File: src/rtl/sr_prot_pkg.sv
// Shared field positions and protect-mode type for the status register
// write-protection controller. Assumes a 16-bit register image.
package sr_prot_pkg;

    localparam int SR_W      = 16;
    localparam int CFG_W     = 6;
    localparam int CFG_LSB   = 0;
    localparam int MODE_LSB  = CFG_LSB + CFG_W;   // 6
    localparam int RSV0_BIT  = MODE_LSB + 2;      // 8
    localparam int QE_BIT    = RSV0_BIT + 1;      // 9
    localparam int RSV1_BIT  = QE_BIT + 1;        // 10
    localparam int LOCK_LSB  = RSV1_BIT + 1;      // 11
    localparam int NUM_LOCKS = 3;
    localparam int CMP_BIT   = LOCK_LSB + NUM_LOCKS; // 14
    localparam int SUS_BIT   = CMP_BIT + 1;          // 15

    typedef enum logic [1:0] {
        PM_OPEN     = 2'b00,
        PM_PIN      = 2'b01,
        PM_UNTIL_PC = 2'b10,
        PM_FOREVER  = 2'b11
    } prot_mode_e;

endpackage

File: src/rtl/sr_prot_gate.sv
// Protection gate: decides from the current protect mode, the write-protect
// pin and the write-enable latch whether a request is accepted or blocked.
// Assumes a request coinciding with a power-cycle event is dropped.
module sr_prot_gate
    import sr_prot_pkg::*;
(
    input  prot_mode_e mode,
    input  logic       wp_n,
    input  logic       wr_req,
    input  logic       wel,
    input  logic       pwr_cycle,
    output logic       accept,
    output logic       reject
);

    logic blocked;
    logic attempt;

    // Map the protect mode and pin to a blocked/open decision.
    always_comb begin
        unique case (mode)
            PM_OPEN:     blocked = 1'b0;
            PM_PIN:      blocked = !wp_n;
            PM_UNTIL_PC: blocked = 1'b1;
            PM_FOREVER:  blocked = 1'b1;
            default:     blocked = 1'b1;
        endcase
    end

    // Classify the current request.
    always_comb begin
        attempt = wr_req && !pwr_cycle;
        reject  = attempt && blocked;
        accept  = attempt && !blocked && wel;
    end

endmodule

File: src/rtl/sr_cfg_store.sv
// Writable configuration fields: range config, protect mode, quad enable and
// complement. Holds them across power cycles, except that the
// lock-until-power-cycle mode falls back to open.
module sr_cfg_store
    import sr_prot_pkg::*;
#(
    parameter int W = 6
) (
    input  logic         clk,
    input  logic         rst_n,
    input  logic         load,
    input  logic         pwr_cycle,
    input  logic [W-1:0] cfg_d,
    input  prot_mode_e   mode_d,
    input  logic         qe_d,
    input  logic         cmp_d,
    output logic [W-1:0] cfg_q,
    output prot_mode_e   mode_q,
    output logic         qe_q,
    output logic         cmp_q
);

    // Plain data fields: load on an accepted write.
    always_ff @(posedge clk) begin
        if (!rst_n) begin
            cfg_q <= '0;
            qe_q  <= 1'b0;
            cmp_q <= 1'b0;
        end else if (load) begin
            cfg_q <= cfg_d;
            qe_q  <= qe_d;
            cmp_q <= cmp_d;
        end
    end

    // Protect mode: the power cycle releases only the temporary lock.
    always_ff @(posedge clk) begin
        if (!rst_n) begin
            mode_q <= PM_OPEN;
        end else if (pwr_cycle) begin
            if (mode_q == PM_UNTIL_PC) begin
                mode_q <= PM_OPEN;
            end
        end else if (load) begin
            mode_q <= mode_d;
        end
    end

endmodule

File: src/rtl/sr_otp_bank.sv
// One-time lock bits: each bit is set by an accepted write carrying a 1 and
// is never cleared outside reset. Reset models factory-blank state.
module sr_otp_bank #(
    parameter int N = 3
) (
    input  logic         clk,
    input  logic         rst_n,
    input  logic         load,
    input  logic [N-1:0] set_d,
    output logic [N-1:0] lock_q
);

    for (genvar i = 0; i < N; i++) begin : g_lock
        logic bit_q;

        // Sticky set of lock bit i.
        always_ff @(posedge clk) begin
            if (!rst_n) begin
                bit_q <= 1'b0;
            end else if (load && set_d[i]) begin
                bit_q <= 1'b1;
            end
        end

        assign lock_q[i] = bit_q;
    end

endmodule

File: src/rtl/sr_susp_flag.sv
// Read-only suspend flag driven by command strobes. A power cycle or a resume
// clears it. Resume outranks a suspend arriving in the same cycle.
module sr_susp_flag (
    input  logic clk,
    input  logic rst_n,
    input  logic susp_cmd,
    input  logic resume_cmd,
    input  logic pwr_cycle,
    output logic sus_q
);

    // Suspend flag update with clear-dominant priority.
    always_ff @(posedge clk) begin
        if (!rst_n) begin
            sus_q <= 1'b0;
        end else if (pwr_cycle || resume_cmd) begin
            sus_q <= 1'b0;
        end else if (susp_cmd) begin
            sus_q <= 1'b1;
        end
    end

endmodule

File: src/rtl/sr_prot_ctrl.sv
// Status register write-protection controller (top). Assembles the register
// image from its field stores, gates write requests through the protection
// rules and reports each request with registered one-cycle pulses.
// Assumes all strobes are synchronous single-cycle pulses.
module sr_prot_ctrl
    import sr_prot_pkg::*;
(
    input  logic            clk,
    input  logic            rst_n,
    input  logic            wr_req,
    input  logic [SR_W-1:0] wr_data,
    input  logic            wel,
    input  logic            wp_n,
    input  logic            susp_cmd,
    input  logic            resume_cmd,
    input  logic            pwr_cycle,
    output logic [SR_W-1:0] status,
    output logic            wr_ok,
    output logic            wr_rej,
    output logic            wel_clr
);

    logic                 accept;
    logic                 reject;
    logic [CFG_W-1:0]     cfg_q;
    prot_mode_e           mode_q;
    logic                 qe_q;
    logic                 cmp_q;
    logic [NUM_LOCKS-1:0] lock_q;
    logic                 sus_q;
    logic                 unused_data;

    // Bits of the request that no store takes (read-only or reserved).
    assign unused_data = ^{wr_data[SUS_BIT], wr_data[RSV1_BIT], wr_data[RSV0_BIT]};

    sr_prot_gate gate_i (
        .mode      (mode_q),
        .wp_n      (wp_n),
        .wr_req    (wr_req),
        .wel       (wel),
        .pwr_cycle (pwr_cycle),
        .accept    (accept),
        .reject    (reject)
    );

    sr_cfg_store #(.W(CFG_W)) cfg_i (
        .clk       (clk),
        .rst_n     (rst_n),
        .load      (accept),
        .pwr_cycle (pwr_cycle),
        .cfg_d     (wr_data[CFG_LSB +: CFG_W]),
        .mode_d    (prot_mode_e'(wr_data[MODE_LSB +: 2])),
        .qe_d      (wr_data[QE_BIT]),
        .cmp_d     (wr_data[CMP_BIT]),
        .cfg_q     (cfg_q),
        .mode_q    (mode_q),
        .qe_q      (qe_q),
        .cmp_q     (cmp_q)
    );

    sr_otp_bank #(.N(NUM_LOCKS)) otp_i (
        .clk    (clk),
        .rst_n  (rst_n),
        .load   (accept),
        .set_d  (wr_data[LOCK_LSB +: NUM_LOCKS]),
        .lock_q (lock_q)
    );

    sr_susp_flag sus_i (
        .clk        (clk),
        .rst_n      (rst_n),
        .susp_cmd   (susp_cmd),
        .resume_cmd (resume_cmd),
        .pwr_cycle  (pwr_cycle),
        .sus_q      (sus_q)
    );

    // Assemble the register image; reserved bits stay 0.
    always_comb begin
        status                          = '0;
        status[CFG_LSB +: CFG_W]        = cfg_q;
        status[MODE_LSB +: 2]           = mode_q;
        status[QE_BIT]                  = qe_q;
        status[LOCK_LSB +: NUM_LOCKS]   = lock_q;
        status[CMP_BIT]                 = cmp_q;
        status[SUS_BIT]                 = sus_q;
    end

    // Register the per-request outcome pulses.
    always_ff @(posedge clk) begin
        if (!rst_n) begin
            wr_ok   <= 1'b0;
            wr_rej  <= 1'b0;
            wel_clr <= 1'b0;
        end else begin
            wr_ok   <= accept;
            wr_rej  <= reject;
            wel_clr <= wr_req;
        end
    end

endmodule

File: config.mk
export PLATFORM = sky130hd
export DESIGN_NAME = sr_prot_ctrl
export DESIGN_NICKNAME = d
export VERILOG_FILES = /design/src/rtl/sr_prot_pkg.sv /design/src/rtl/sr_prot_gate.sv /design/src/rtl/sr_cfg_store.sv /design/src/rtl/sr_otp_bank.sv /design/src/rtl/sr_susp_flag.sv /design/src/rtl/sr_prot_ctrl.sv
export SDC_FILE = /design/constraint.sdc
export NUM_CORES = 1
export LEC_CHECK = 0
export BUFFER_PORTS_ARGS = -buffer_cell sky130_fd_sc_hd__buf_2
export CORE_MARGIN = 2
export CORE_UTILIZATION = 40
export CTS_CLUSTER_SIZE = 10
export DETAILED_ROUTE_END_ITERATION = 12
export PLACE_DENSITY_LB_ADDON = 0.1
export SETUP_SLACK_MARGIN = 0.1
export SYNTH_ARGS = -nofsm -noshare
export SYNTH_HDL_FRONTEND = slang
export SYNTH_SLANG_ARGS = --single-unit
File: constraint.sdc
create_clock -name clk -period 2.9 [get_ports clk]
set_input_delay 0.29 -clock clk [delete_from_list [all_inputs] [get_ports clk]]
set_output_delay 0.29 -clock clk [all_outputs]
set_load 0.05 [all_outputs]
# [Word-level counts from Yosys, hierarchy flattened]
# Cells that the tools add are included.
[totals] word_cells=36 output_inout_bits=19 ff_bits=17 input_bits=24
[classes] eq_ne=4 bitwise_logic=1 n_reduce_logical=16 mux=4
[op_table] operator="1-bit logical AND" n=7
[op_table] operator="2-bit two-way mux" n=3
[op_table] operator="2-bit == test, second input constant" n=2
[op_table] operator="2-bit OR reduction" n=2
[op_table] operator="1-bit zero test" n=3
[op_table] operator="1-bit one-hot mux with 3 select lines" n=1
[op_table] operator="2-bit by 1-bit == test with 1-bit output, second input constant" n=1
[op_table] operator="2-bit zero test" n=1
[op_table] operator="2-bit by 1-bit != test with 1-bit output, second input constant" n=1
[op_table] operator="2-bit AND reduction" n=1
[op_table] operator="2-bit nonzero test" n=1
[op_table] operator="1-bit logical OR" n=1
[op_table] operator="1-bit inverter" n=1

# [Depth between registers and ports, before layout]
[logic_depth] word_depth=8 mapped_depth=4 depth_no_buf=3

# [Cells and area by module]
# Synthesis repeated with hierarchy kept, for this count alone.
[unflattened] cells_unflattened=69 hier_area_um2=725.7
[modules_own_cells] mod="sr_cfg_store" cells_per_inst=36 instances=1 area_per_inst_um2=394.1
[modules_own_cells] mod="sr_prot_ctrl" cells_per_inst=12 instances=1 area_per_inst_um2=120.1
[modules_own_cells] mod="sr_otp_bank" cells_per_inst=12 instances=1 area_per_inst_um2=116.4
[modules_own_cells] mod="sr_prot_gate" cells_per_inst=6 instances=1 area_per_inst_um2=56.3
[modules_own_cells] mod="sr_susp_flag" cells_per_inst=3 instances=1 area_per_inst_um2=38.8

# [Least setup slack after synthesis]
# OpenSTA, ideal clock, no wires.
[synth_path] path_type="register -> register" from="register cfg_i.mode_q[0]" to="register wr_ok" path_buffers=1 setup_ns=0.115 t_arrival_ns=1.319 required_time_ns=2.785 path_stages_with_launch=5 setup_slack_ns=1.466 synth_period_minus_slack_ns=1.434 cell_sequence="dfxtp_1 nor2b_4 nor4_1 buf_4 and2_1"
[synth_between] elab_chain_len=6
[synth_rtl] element="from (decl)" line_no="sr_cfg_store.sv:18" rtl="output prot_mode_e mode_q,"
[synth_rtl] element="from (signal assigned)" line_no="sr_cfg_store.sv:45" rtl="mode_q <= mode_d;"
[synth_rtl] element="2-bit == test" line_no="sr_prot_gate.sv:21" rtl="unique case (mode)"
[synth_rtl] element="2-bit OR reduction (no line)"
[synth_rtl] element="1-bit one-hot mux with 3 select lines (*)" line_no="sr_prot_gate.sv:21"
[synth_rtl] element="1-bit zero test (*)" line_no="sr_prot_gate.sv:34" rtl="accept = attempt && !blocked && wel;"
[synth_rtl] element="1-bit logical AND (*) (2 in series)" line_no="sr_prot_gate.sv:34"
[synth_rtl] element="to (signal assigned)" line_no="sr_prot_ctrl.sv:96" rtl="wr_ok <= accept;"
[synth_rtl] element="to (decl)" line_no="sr_prot_ctrl.sv:18" rtl="output logic wr_ok,"
# Every way passes the cells marked *; elsewhere a longest branch is shown, timed or not.
# A chain may end at the register's enable or synchronous reset.

# [Worst setup path after layout]
[layout_path] from="register cfg_i.mode_q[1]" to="output port status[7]"
[layout_rtl] element="to (decl)" line_no="sr_prot_ctrl.sv:17" rtl="output logic [SR_W-1:0] status,"
# No word-level cell between the ends.

==> impl_metrics.env <==
export IMPL_critical_path_cell_chain="buf_2"
export IMPL_total_number_of_vias=600
export IMPL_detailedRoute_firstPassIterationCount=2
export IMPL_achievable_frequency_mhz=770.0
export IMPL_cp_required_ns=2.61
export IMPL_run_status="completed"
export IMPL_r2r_end="cfg_i.cfg_q[1]"
export IMPL_timing_reg2reg_worst_path_depth=4
export IMPL_clk_pin_slew_worst_paths_ns=0.09
export IMPL_power_ir_vdd_worst_v=0.0002519
export IMPL_globalRouteMet3Util_pct=3.529
export IMPL_grt_first_pass_wirelength_mm=1.945
export IMPL_initial_core_utilization_pct=42.42
export IMPL_p_per_area_mw_per_mm2=490.7
export IMPL_placement_io_buffers=37
export IMPL_yosysTopAreaCellShare_pct=46.98
export IMPL_type_of_the_worst_setup_path="register to primary output"
export IMPL_routability_driven_placement_congestion_ratio=0.7683
export IMPL_drt_wirelength_per_cell_um=9.365
export IMPL_flop_and_latch_count_out_of_synthesis=17
export IMPL_cts_hold_repair_buffers=0
export IMPL_report_final_hold_viol_count=0
export IMPL_syn_instance_count=81
export IMPL_fp_row_count=15
export IMPL_area_delta_synth_final_pct=25.04
export IMPL_grtUsageMet2_pct=19.72
export IMPL_crit_end="status[7]"
export IMPL_synthesis_warning_total=0
export IMPL_maxCapViolations=0
export IMPL_cp_slowest_stage_delay_ns=0.43
export IMPL_worst_endpoint_arrival_ns=1.01
export IMPL_initialDrtViolationCount=3
export IMPL_routed_via_density=4.380
export IMPL_post_route_drc_count=0
export IMPL_finClkSkew_ns=0.003404
export IMPL_cts_tree="yes"
export IMPL_min_delay_path_class="primary input to register"
export IMPL_drt_wl_total_mm=1.283
export IMPL_synth_most_common_cell="nand2_1"
export IMPL_async_reset_ff_share_pct=0
export IMPL_placed_cell_area_um2=878.3
export IMPL_chip_width_um=46.56
export IMPL_cts_resized=0
export IMPL_dpl_cell_count=133
export IMPL_r2r_slack_ns=1.69
export IMPL_die_area_mm2=0.002167
export IMPL_grt_antenna_before_repair=0
export IMPL_ys_dominant_reg_cell="dfxtp_1"
export IMPL_crit_path_start_kind="register"
export IMPL_hold_slack_ns=0.1488
export IMPL_antenna_cells=0
export IMPL_synth_cells_most_frequent="nand2_1, dfxtp_1, buf_4, mux2i_1, o21ai_1"
export IMPL_drtAntennaViolNets=0
export IMPL_cts_max_level=1
export IMPL_synth_lib_cells_used_distinct=21
export IMPL_cts_root_to_sink_buffers=2
export IMPL_timing_critical_path_depth=1
export IMPL_finalSetupViolations=0
export IMPL_timing_critical_path_max_delay_family="flip-flops"
export IMPL_num_nets_final=137
export IMPL_design_area_um2=905.9
export IMPL_first_global_vias=457
export IMPL_setup_worst_path_start="cfg_i.mode_q[1]"
export IMPL_final_instance_count_excl_fill=137
export IMPL_hpwl_um=977.3
export IMPL_finalMaxSlewViolations=0
export IMPL_grt_start_max_net_pins=28
export IMPL_drive_above_1_share_pct=40.18
export IMPL_yosys_top_cells_area="dfxtp_1, nand2_1, mux2i_1"
export IMPL_floorplan_io_pins=43
export IMPL_timing_final_crit_period_ns=1.299
export IMPL_fin_crit_share_pct=44.79
export IMPL_cts_root_buffer_cell="clkbuf_4"
export IMPL_setup_ws_ns=1.601
export IMPL_timing_critical_path_to_type="primary output"
export IMPL_register_area_share_after_synthesis_pct=46.98
export IMPL_clkLatencyLatePin_ns=0.28
export IMPL_floorplan_core_area_mm2=0.001708
export IMPL_netlist_top_cell_by_area="dfxtp_1"
export IMPL_crit_buf_inv=1
export IMPL_global_route_overflow_total=0
export IMPL_placement_setup_worst_slack_ns=1.687
export IMPL_synthesis_area_um2=724.4
export IMPL_cts_buffers=3
export IMPL_chipHeight_um=46.56
export IMPL_cts_post_setup_buffers_inserted=0
export IMPL_total_routing_usage_gr_pct=13.06
export IMPL_total_leakage_power_nw=0.4457
export IMPL_regToRegStartpoint="cfg_i.mode_q[0]"
export IMPL_rsz0062_at_grt="false"
export IMPL_grtUsageMet1_pct=16.08
export IMPL_synth_edf_count=0
export IMPL_critical_path_slowest_cell="dfxtp_1"
export IMPL_critical_path_peak_fanout=6
export IMPL_syn_mean_instance_area_um2=8.944
export IMPL_clock_sinks=17
export IMPL_grt_busiest_layer="met2"
export IMPL_timing_setup_tns_ns=0
final cells by class:
type                            count  area [um2]
Fill cell                         183       802.0
Sequential cell                    17       340.3
Multi-Input combinational cell     52       310.3
Timing Repair Buffer               38       192.7
Tap cell                           25       31.28
Clock buffer                        3       22.52
Clock inverter                      1       5.005
Inverter                            1       3.754
registers in the layout, indices dropped and copies added, names as in the netlist:
register / count
cfg_i.cmp_q: 1
cfg_i.qe_q: 1
otp_i.g_lock.bit_q: 3
wel_clr: 1
wr_rej: 1
cfg_i.cfg_q: 6
wr_ok: 1
cfg_i.mode_q: 2
sus_i.sus_q: 1
logic make-up after synthesis:
kind of cell | after synthesis | share of synthesized area, %
AOI/OAI and AO/OA | 7 | 6.217
buffers and inverters | 13 | 11.57
DFF | 17 | 46.98
muxes | 9 | 12.44
other | 1 | 0.5176
and+or+nand+nor | 34 | 22.28
layer usage:
metal,up-vias,share of wire (%)
li1,315,-
met1,262,44
met2,21,48
met3,2,6.6
met4,0,0.78
met5,-,0
power by group:
| part | internal, mW | switching (mW) | total, mW |
|---|---|---|---|
| Sequential | 0.241 | 0.00349 | 0.244 |
| Clock | 0.0511 | 0.0707 | 0.122 |
| Combinational | 0.0245 | 0.0536 | 0.0781 |
| Total | 0.317 | 0.128 | 0.444 |
cells in the final DEF, fill, tap and decap left out, types with 2 or more instances in the layout:
cell      Yosys  final
clkbuf_4      0      3
nand2_1      25     25
o21ai_1       3      3
conb_1        1      2
mux2i_1       9      9
and2_1        2      2
buf_2         1     37
dfxtp_1      17     17
metrics by stage:
stage	utilization [%]	total power, mW
finish	53.04	0.4445
global route	53.04	0.4746
CTS	53.04	0.4538
detailed placement	51.43	0.3291
global placement	51.43	0.3278
floorplan	-	0.3103
worst min path at each step:
stage	from	endpoint	cells past startpoint
floorplan	resume_cmd	sus_i.sus_q	1
global placement	otp_i.g_lock[2].bit_q	otp_i.g_lock[2].bit_q	2
detailed placement	otp_i.g_lock[0].bit_q	otp_i.g_lock[0].bit_q	2
CTS	resume_cmd	sus_i.sus_q	2
global route	resume_cmd	sus_i.sus_q	2
finish	resume_cmd	sus_i.sus_q	2
(Power assumes the default switching activity.)
